### src/rtl/isb_pkg.sv
`timescale 1ns/1ps
package isb_pkg;
  typedef enum logic [3:0] {
    ST_IDLE, ST_LOOK, ST_HIT_RSP, ST_HIT_FILL,
    ST_DM_REQ, ST_DM_B0, ST_DM_CRIT, ST_DM_B1, ST_DM_FILL,
    ST_PF_REQ, ST_PF_WAIT
  } isb_state_e;
endpackage

### src/rtl/isb_stream_buf.sv
`timescale 1ns/1ps
module isb_stream_buf #(
  parameter int LA_W   = 27,
  parameter int LINE_W = 256
) (
  input  logic              clk_i,
  input  logic              rst_ni,
  input  logic              inval_i,
  input  logic              wr_i,
  input  logic [LA_W-1:0]   wr_tag_i,
  input  logic [LINE_W-1:0] wr_line_i,
  input  logic [LA_W-1:0]   look_tag_i,
  output logic              hit_o,
  output logic [LINE_W-1:0] line_o
);
  logic              valid_q;
  logic [LA_W-1:0]   tag_q;
  logic [LINE_W-1:0] line_q;

  always_ff @(posedge clk_i or negedge rst_ni) begin
    if (!rst_ni) begin
      valid_q <= 1'b0;
      tag_q   <= '0;
      line_q  <= '0;
    end else if (wr_i) begin
      valid_q <= 1'b1;
      tag_q   <= wr_tag_i;
      line_q  <= wr_line_i;
    end else if (inval_i) begin
      valid_q <= 1'b0;
    end
  end

  assign hit_o  = valid_q && (tag_q == look_tag_i);
  assign line_o = line_q;
endmodule

### src/rtl/isb_beat_asm.sv
`timescale 1ns/1ps
module isb_beat_asm #(
  parameter int BEAT_W = 128
) (
  input  logic                clk_i,
  input  logic                rst_ni,
  input  logic                start_i,
  input  logic                first_half_i,
  input  logic                beat_valid_i,
  input  logic [BEAT_W-1:0]   beat_data_i,
  output logic [2*BEAT_W-1:0] line_o,
  output logic                full_o
);
  logic [2*BEAT_W-1:0] line_q;
  logic [1:0]          cnt_q;
  logic                half_q;

  assign full_o = (cnt_q == 2'd2);

  always_ff @(posedge clk_i or negedge rst_ni) begin
    if (!rst_ni) begin
      line_q <= '0;
      cnt_q  <= 2'd0;
      half_q <= 1'b0;
    end else if (start_i) begin
      cnt_q  <= 2'd0;
      half_q <= first_half_i;
    end else if (beat_valid_i && !full_o) begin
      if (half_q) line_q[2*BEAT_W-1:BEAT_W] <= beat_data_i;
      else        line_q[BEAT_W-1:0]        <= beat_data_i;
      half_q <= ~half_q;  // wrap to the other half
      cnt_q  <= cnt_q + 2'd1;
    end
  end

  assign line_o = line_q;
endmodule

### src/rtl/ifetch_stream_ctrl.sv
`timescale 1ns/1ps
module ifetch_stream_ctrl
  import isb_pkg::*;
#(
  parameter int ADDR_W = 32,
  parameter int WORD_W = 64,
  parameter int BEAT_W = 128
) (
  input  logic                clk_i,
  input  logic                rst_ni,
  input  logic                flush_i,
  input  logic                miss_valid_i,
  input  logic [ADDR_W-1:0]   miss_addr_i,
  output logic                miss_ready_o,
  output logic                rsp_valid_o,
  output logic [WORD_W-1:0]   rsp_data_o,
  output logic                fill_valid_o,
  output logic [ADDR_W-1:0]   fill_addr_o,
  output logic [2*BEAT_W-1:0] fill_data_o,
  output logic                l2_req_valid_o,
  input  logic                l2_req_ready_i,
  output logic [ADDR_W-1:0]   l2_req_addr_o,
  input  logic                l2_rsp_valid_i,
  input  logic [BEAT_W-1:0]   l2_rsp_data_i
);
  localparam int LINE_W = 2 * BEAT_W;
  localparam int OFF_W  = $clog2(LINE_W / 8);
  localparam int WOFF_W = $clog2(WORD_W / 8);
  localparam int WORDS  = LINE_W / WORD_W;
  localparam int WSEL_W = $clog2(WORDS);
  localparam int LA_W   = ADDR_W - OFF_W;
  localparam int RQ_W   = ADDR_W - WOFF_W;

  isb_state_e        state_q, state_d;
  logic [RQ_W-1:0]   req_q;
  logic [LA_W-1:0]   pf_line_q;
  logic              drop_q;

  logic [LA_W-1:0]   req_line;
  logic              req_crit;
  logic [WSEL_W-1:0] req_wsel;
  logic              sb_hit, sb_wr, sb_inval;
  logic [LINE_W-1:0] sb_line, asm_line, rsp_line;
  logic              asm_full, asm_start;

  assign req_line = req_q[RQ_W-1:OFF_W-WOFF_W];
  assign req_crit = req_q[OFF_W-1-WOFF_W];
  assign req_wsel = req_q[OFF_W-WOFF_W-1:0];

  isb_stream_buf #(.LA_W(LA_W), .LINE_W(LINE_W)) u_sbuf (
    .clk_i      (clk_i),
    .rst_ni     (rst_ni),
    .inval_i    (sb_inval),
    .wr_i       (sb_wr),
    .wr_tag_i   (pf_line_q),
    .wr_line_i  (asm_line),
    .look_tag_i (req_line),
    .hit_o      (sb_hit),
    .line_o     (sb_line)
  );

  isb_beat_asm #(.BEAT_W(BEAT_W)) u_asm (
    .clk_i        (clk_i),
    .rst_ni       (rst_ni),
    .start_i      (asm_start),
    .first_half_i ((state_q == ST_DM_REQ) ? req_crit : 1'b0),
    .beat_valid_i (l2_rsp_valid_i),
    .beat_data_i  (l2_rsp_data_i),
    .line_o       (asm_line),
    .full_o       (asm_full)
  );

  assign miss_ready_o   = (state_q == ST_IDLE);
  assign l2_req_valid_o = (state_q == ST_DM_REQ) || (state_q == ST_PF_REQ);
  assign l2_req_addr_o  = (state_q == ST_DM_REQ) ? {req_line, req_crit, {(OFF_W-1){1'b0}}}
                                                 : {pf_line_q, {OFF_W{1'b0}}};
  assign asm_start      = l2_req_valid_o && l2_req_ready_i;

  assign rsp_valid_o  = (state_q == ST_HIT_RSP) || (state_q == ST_DM_CRIT);
  assign rsp_line     = (state_q == ST_HIT_RSP) ? sb_line : asm_line;
  assign fill_valid_o = (state_q == ST_HIT_FILL) || (state_q == ST_DM_FILL);
  assign fill_data_o  = (state_q == ST_HIT_FILL) ? sb_line : asm_line;
  assign fill_addr_o  = {req_line, {OFF_W{1'b0}}};

  always_comb begin
    rsp_data_o = '0;
    for (int k = 0; k < WORDS; k++)
      if (req_wsel == WSEL_W'(k)) rsp_data_o = rsp_line[k*WORD_W +: WORD_W];
  end

  // buffer line is consumed by a hit; prefetch result dropped after a flush
  assign sb_inval = flush_i || (state_q == ST_HIT_FILL);
  assign sb_wr    = (state_q == ST_PF_WAIT) && asm_full && !drop_q && !flush_i;

  always_comb begin
    state_d = state_q;
    unique case (state_q)
      ST_IDLE:     if (miss_valid_i) state_d = ST_LOOK;
      ST_LOOK:     state_d = sb_hit ? ST_HIT_RSP : ST_DM_REQ;
      ST_HIT_RSP:  state_d = ST_HIT_FILL;
      ST_HIT_FILL: state_d = ST_PF_REQ;
      ST_DM_REQ:   if (l2_req_ready_i) state_d = ST_DM_B0;
      ST_DM_B0:    if (l2_rsp_valid_i) state_d = ST_DM_CRIT;
      ST_DM_CRIT:  state_d = ST_DM_B1;
      ST_DM_B1:    if (asm_full) state_d = ST_DM_FILL;
      ST_DM_FILL:  state_d = ST_PF_REQ;
      ST_PF_REQ:   if (l2_req_ready_i) state_d = ST_PF_WAIT;
      ST_PF_WAIT:  if (asm_full) state_d = ST_IDLE;
      default:     state_d = ST_IDLE;
    endcase
  end

  always_ff @(posedge clk_i or negedge rst_ni) begin
    if (!rst_ni) begin
      state_q   <= ST_IDLE;
      req_q     <= '0;
      pf_line_q <= '0;
      drop_q    <= 1'b0;
    end else begin
      state_q <= state_d;
      if (state_q == ST_IDLE && miss_valid_i) req_q <= miss_addr_i[ADDR_W-1:WOFF_W];
      if (state_q == ST_HIT_FILL || state_q == ST_DM_FILL) begin
        pf_line_q <= req_line + LA_W'(1);
        drop_q    <= 1'b0;
      end else if (flush_i && (state_q == ST_PF_REQ || state_q == ST_PF_WAIT)) begin
        drop_q <= 1'b1;
      end
    end
  end
endmodule

### config.mk
export PLATFORM = sky130hd
export DESIGN_NAME = ifetch_stream_ctrl
export DESIGN_NICKNAME = d
export VERILOG_FILES = /design/src/rtl/isb_pkg.sv /design/src/rtl/isb_stream_buf.sv /design/src/rtl/isb_beat_asm.sv /design/src/rtl/ifetch_stream_ctrl.sv
export SDC_FILE = /design/constraint.sdc
export NUM_CORES = 1
export LEC_CHECK = 0
export BUFFER_PORTS_ARGS = -buffer_cell sky130_fd_sc_hd__buf_2
export CAP_MARGIN = 30
export CORE_ASPECT_RATIO = 1.5
export CORE_UTILIZATION = 60
export DETAILED_ROUTE_END_ITERATION = 7
export GPL_TIMING_DRIVEN = 0
export PLACE_DENSITY = 0.92
export SYNTH_ARGS = -nofsm -noshare
export SYNTH_HDL_FRONTEND = slang
export SYNTH_SLANG_ARGS = --single-unit
### constraint.sdc
create_clock -name clk_i -period 4.1 [get_ports clk_i]
set_clock_uncertainty 0.1 [all_clocks]
set_input_delay 0.205 -clock clk_i [delete_from_list [all_inputs] [get_ports clk_i]]
set_output_delay 0.205 -clock clk_i [all_outputs]
set_load 0.05 [all_outputs]
After elaboration in Yosys (flattened, before gate mapping)
Index checks and enable logic that the tools add are counted.
{"block": "totals", "register_bits": 604, "input_bits": 166, "output_inout_bits": 388, "wordCells": 85}
{"block": "classes", "bitwise_logic": 2, "eq_ne": 21, "muxes": 24, "reduce_logical": 25, "n_addsub": 2}
{"op": "256-bit 2-to-1 mux", "count": 2}
{"op": "64-bit 2-to-1 mux", "count": 4}
{"op": "4-bit one-hot mux with 10 select lines", "count": 1}
{"op": "32-bit 2-to-1 mux", "count": 1}
{"op": "27-bit by 1-bit adder with 27-bit output, second input constant", "count": 1}
{"op": "27-bit == test", "count": 1}
{"op": "4-bit 2-to-1 mux", "count": 6}
{"op": "4-bit by 3-bit == test with 1-bit output, second input constant", "count": 4}
{"op": "4-bit == test, second input constant", "count": 3}
{"op": "2-bit != test, second input constant", "count": 6}
{"op": "4-bit by 2-bit == test with 1-bit output, second input constant", "count": 2}
{"op": "1-bit logical AND", "count": 8}
{"op": "1-bit 2-to-1 mux", "count": 7}
{"op": "2-bit == test, second input constant", "count": 3}
{"op": "3-bit AND reduction", "count": 2}
{"op": "6-bit AND reduction", "count": 1}
{"op": "2-bit nonzero test", "count": 3}
{"op": "1-bit logical OR", "count": 5}
{"op": "4-bit by 1-bit == test with 1-bit output, second input constant", "count": 1}
{"op": "4-bit zero test", "count": 1}
{"op": "2-bit 2-to-1 mux", "count": 2}
{"op": "1-bit zero test", "count": 3}
{"op": "3-bit 2-to-1 mux", "count": 1}
{"op": "2-bit by 1-bit adder with 2-bit output, second input constant", "count": 1}
{"op": "other kinds (4)", "count": 5}

Logic depth before layout (Yosys ltp)
{"block": "depth", "ltp_word": 6, "ltp_mapped": 8, "ltp_nobuf": 7}

Cells and area by module
From an unflattened synthesis, not the netlist that was laid out.
{"block": "hier_totals", "hier_cells": 2067, "hier_area_um2": 30913.4}
{"module": "isb_stream_buf", "n_inst": 1, "cells_each": 637, "seq_area_each_um2": 7106.8, "area_per_inst_um2": 10764.1}
{"module": "ifetch_stream_ctrl", "n_inst": 1, "cells_each": 875, "seq_area_each_um2": 1526.5, "area_per_inst_um2": 10392.5}
{"module": "isb_beat_asm", "n_inst": 1, "cells_each": 555, "seq_area_each_um2": 6481.2, "area_per_inst_um2": 9756.9}

Worst setup path after synthesis
OpenSTA, ideal clock, no wires.
{"block": "synth_path", "path_kind": "reg2reg", "startpoint": "register state_q[3]", "endpoint": "register req_q[18]", "setup_slack_ps": 901, "setup_time_ps": 125, "stages_incl_launch_ff": 7, "arrival_ps": 2974, "path_buffers": 3, "period_less_slack_ps": 3199, "required_time_ps": 3875, "cell_sequence": "dfrtp_1 > clkbuf_1 > nor4_1 > nand2_1 > buf_2 > buf_2 > mux2_2"}
{"block": "synth_via", "elab_chain_len": 2}
{"item": "from (decl)", "line_no": "ifetch_stream_ctrl.sv:34", "text": "isb_state_e state_q, state_d;"}
{"item": "from (signal assigned)", "line_no": "ifetch_stream_ctrl.sv:120", "text": "state_q <= state_d;"}
{"item": "4-bit zero test"}
{"item": "net miss_ready_o", "line_no": "ifetch_stream_ctrl.sv:14", "text": "output logic miss_ready_o,"}
{"item": "1-bit logical AND", "line_no": "ifetch_stream_ctrl.sv:121", "text": "if (state_q == ST_IDLE && miss_valid_i) req_q <= miss_addr_i[ADDR_W-1:WOFF_W];"}
{"item": "to (signal assigned)", "line_no": "ifetch_stream_ctrl.sv:121"}
{"item": "to (decl)", "line_no": "ifetch_stream_ctrl.sv:35", "text": "logic [RQ_W-1:0] req_q;"}
The timed path passes the listed nets, and every way through them passes these cells.
A chain may end at the register's enable or synchronous reset.

Worst setup path after layout
{"block": "layout_path", "startpoint": "register state_q[0]", "endpoint": "output port rsp_data_o[9]"}
{"block": "layout_via", "elab_chain_len": 6}
{"item": "4-bit by 2-bit == test with 1-bit output (*)", "line_no": "ifetch_stream_ctrl.sv:80", "text": "assign rsp_line = (state_q == ST_HIT_RSP) ? sb_line : asm_line;"}
{"item": "256-bit 2-to-1 mux (*)", "line_no": "ifetch_stream_ctrl.sv:80"}
{"item": "64-bit 2-to-1 mux (3 in series)", "line_no": "ifetch_stream_ctrl.sv:88", "text": "if (req_wsel == WSEL_W'(k)) rsp_data_o = rsp_line[k*WORD_W +: WORD_W];"}
{"item": "64-bit 2-to-1 mux (*)", "line_no": "ifetch_stream_ctrl.sv:88"}
{"item": "to (decl)", "line_no": "ifetch_stream_ctrl.sv:16", "text": "output logic [WORD_W-1:0] rsp_data_o,"}
Every way passes the cells marked *; elsewhere a longest branch is shown, timed or not.

==> impl_results.md <==
* CTS buffer count at 55
* DIE AREA at 53,320 µm²
* Initial DRT Pass Iterations at 5
* Ys flop type: dfrtp_1
* Post-synth cell types at 48
* Post-DP HPWL at 71,140 µm
* Crit path required time at 3800 ps
* Worst Hold Endpoint: u_asm.cnt_q[1]
* Max Freq at 257.7 MHz
* Most common cell in the netlist: mux2_2
* Vias in the first global route at 24.94k
* Worst setup SP type: flop
* Core region area at 51,690 µm²
* Placed insts at 3,311
* Crit-path max FO at 10
* Chip Width at 188.9 µm
* Syn Area/Cell at 15.15 µm²
* Max Slew Vio Count at 0
* R2R setup slack at 1090 ps
* Gr ovfl total at 0
* Via-per-instance ratio at 6.449
* Num ports at 554
* Pin slew with the least headroom to its limit at 1075 ps
* Reg2reg path depth at 8
* Worst-path clk slew at 60 ps
* Count of non-filler cells in the finished layout at 3,574
* Vias at 23.05k
* Drt wl/cell at 29.96 µm
* Synthesized instance count at 2,075
* FF+latch area at 15,110 µm²
* Hold Startpoint: l2_rsp_valid_i
* Overall routing resource usage at 39.97%
* Port bufs at 541
* Unrepaired setup endpoints after global routing: false
* Top post-synthesis cells by area: dfrtp_1 48%, mux2_2 23%, mux4_2 9.2%
* CP Data Arrival Time at 3580 ps
* Final Hold Viols at 0
* Clock Latency Late Sink at 630 ps
* Final Critical Period at 3881 ps
* Clock Path Buffers at 3
* Die H at 282.3 µm
* Hold Crit Depth at 4
* Synthesized flop and latch total at 604
* Min-delay worst type: input port to flop
* Placed Area at 35,250 µm²
* Clock root cell: clkbuf_16
* Drt initial violations at 1,590
* Slew headroom at 28.31%
* Remaining DRCs at 0
* Syn. warnings at 0
* Outcome: completed
* Routability cong. at 0.9378
* First-pass GRT wire length at 157,300 µm
* Layout cells sized above 1 at 57.62%
* Asr flop ratio synth at 100.0%
* Routed Antenna Nets at 0
* Initial core utilization at 60.81%
* Fin crit share at 94.65%
* Initial antenna violation count at 4
* CTS tree: built
* Largest net degree at the start of global routing at 129
* Rows at 102
* Leading area contributor after synthesis: dfrtp_1
* Crit Path Class: flop to primary output
* Max Cap Viol at 0
* Final nets at 3,023
* CP Capture Type: primary output
* Reg-to-Reg End: u_sbuf.line_o[90]
* Post-synth EDFFs at 0
* Final Cell Area at 38,630 µm²
* RR Startpoint: u_asm.cnt_q[0]
* Setup violations, final at 0
* Clock tree sinks at 604
* List of most frequent post-synthesis cells: 636 x mux2_2, 604 x dfrtp_1, 160 x mux2_1
* Synthesized cell area at 31,430 µm²
* Register area share after synthesis at 48.09%
* H-tree lvl count at 2
* Total routed wirelength at 107,100 µm
* Layout area overhead at 22.92%
* FILL cells at 2,943
* Area occupied by multi-input gates at 15,140 µm²
* Top-area cell type share of the netlist area at 48.09%
repair_timing:
item | 4_1_cts | 5_1_grt
hold endpoints to repair | 454 | 0
setup endpoints to repair | 220 | 2
hold buffers | 163 | 0
gates resized for setup | 3 | 1
setup buffers | 0 | 0
cell families (layout without fill, tap and decap cells):
group	Yosys count	count (layout)	share of synthesized area (%)
compound gates	53	53	0.9555
xor+xnor	54	54	1.505
fa+ha+maj	2	2	0.07961
buf+inv	193	1003	3.845
flops	604	604	48.09
mux	1046	1046	43.49
other cells	1	14	0.01193
simple gates	122	122	2.026
how the worst max path moves through the flow:
stage                     from               end  slack (ps)  depth (start not counted)
floorplan           state_q[3]         req_q[18]         900                          6
global placement        rst_ni  u_asm.line_o[83]       -9100                          1
detailed placement    req_q[1]    rsp_data_o[39]         420                          6
CTS                 state_q[3]   fill_data_o[64]         170                          6
global route        state_q[0]     rsp_data_o[9]          90                          8
finish              state_q[0]     rsp_data_o[9]         220                          8
layer usage:
| layer | vias up | GRT usage (%) | part of all wire [%] |
|---|---|---|---|
| li1 | 9189 | - | - |
| met1 | 11820 | 43.12 | 33 |
| met2 | 1519 | 67.31 | 49 |
| met3 | 519 | 9.702 | 8.2 |
| met4 | 2 | 31.84 | 9.2 |
| met5 | - | 0 | 0.012 |
sequential cells by signal, summed over array words and instances (netlist names):
register        cells
u_sbuf.tag_q       27
drop_q              1
u_sbuf.line_o     256
u_asm.line_o      256
u_sbuf.valid_q      1
state_q             4
pf_line_q          27
u_asm.half_q        1
u_asm.cnt_q         2
req_q              29
stage by stage:
stage / setup WS (ps) / hold slack (ps) / util, % / setup TNS [ps]
after floorplan: 901.3 / -190.6 / - / 0
after global placement: -9102 / 332.1 / 67.74 / -5422560
after detailed placement: 420.9 / 51.53 / 68.19 / 0
after CTS: 171.3 / 22.73 / 74.70 / 0
after global routing: 92.32 / 80.15 / 74.74 / 0
final: 219.3 / 43.37 / 74.74 / 0
cell type report:
type,count,share of cell area (%)
diodes,5,0.03239
inverters,6,0.05830
clock inverters,9,0.1911
plain buffers,186,3.070
clock buffers,86,4.259
flip-flops and latches,604,39.12
repair buffers,716,11.88
multi-input cells,1286,39.19
well taps,676,2.189
critical path: stages (launching register included):
cell and delay (ps):
dfrtp_1 370, buf_6 140, nand2b_1 200, nor3_1 250, buf_2 470, buf_4 350, mux4_2 570, mux2_2 360
buf_2 240
layout by cell type, fill, tap and decap left out, drive strengths merged, types with 26 or more instances in the layout:
master / n
dlygate4sd3: 162
buf: 695
mux2: 916
dfrtp: 604
xor2: 26
clkbuf: 131
xnor2: 28
nor2: 38
a21oi: 35
mux4: 128
Power is left out: the tool's default activity adds up to more than one toggle a clock period on the data nets, which glitch-free logic cannot reach.
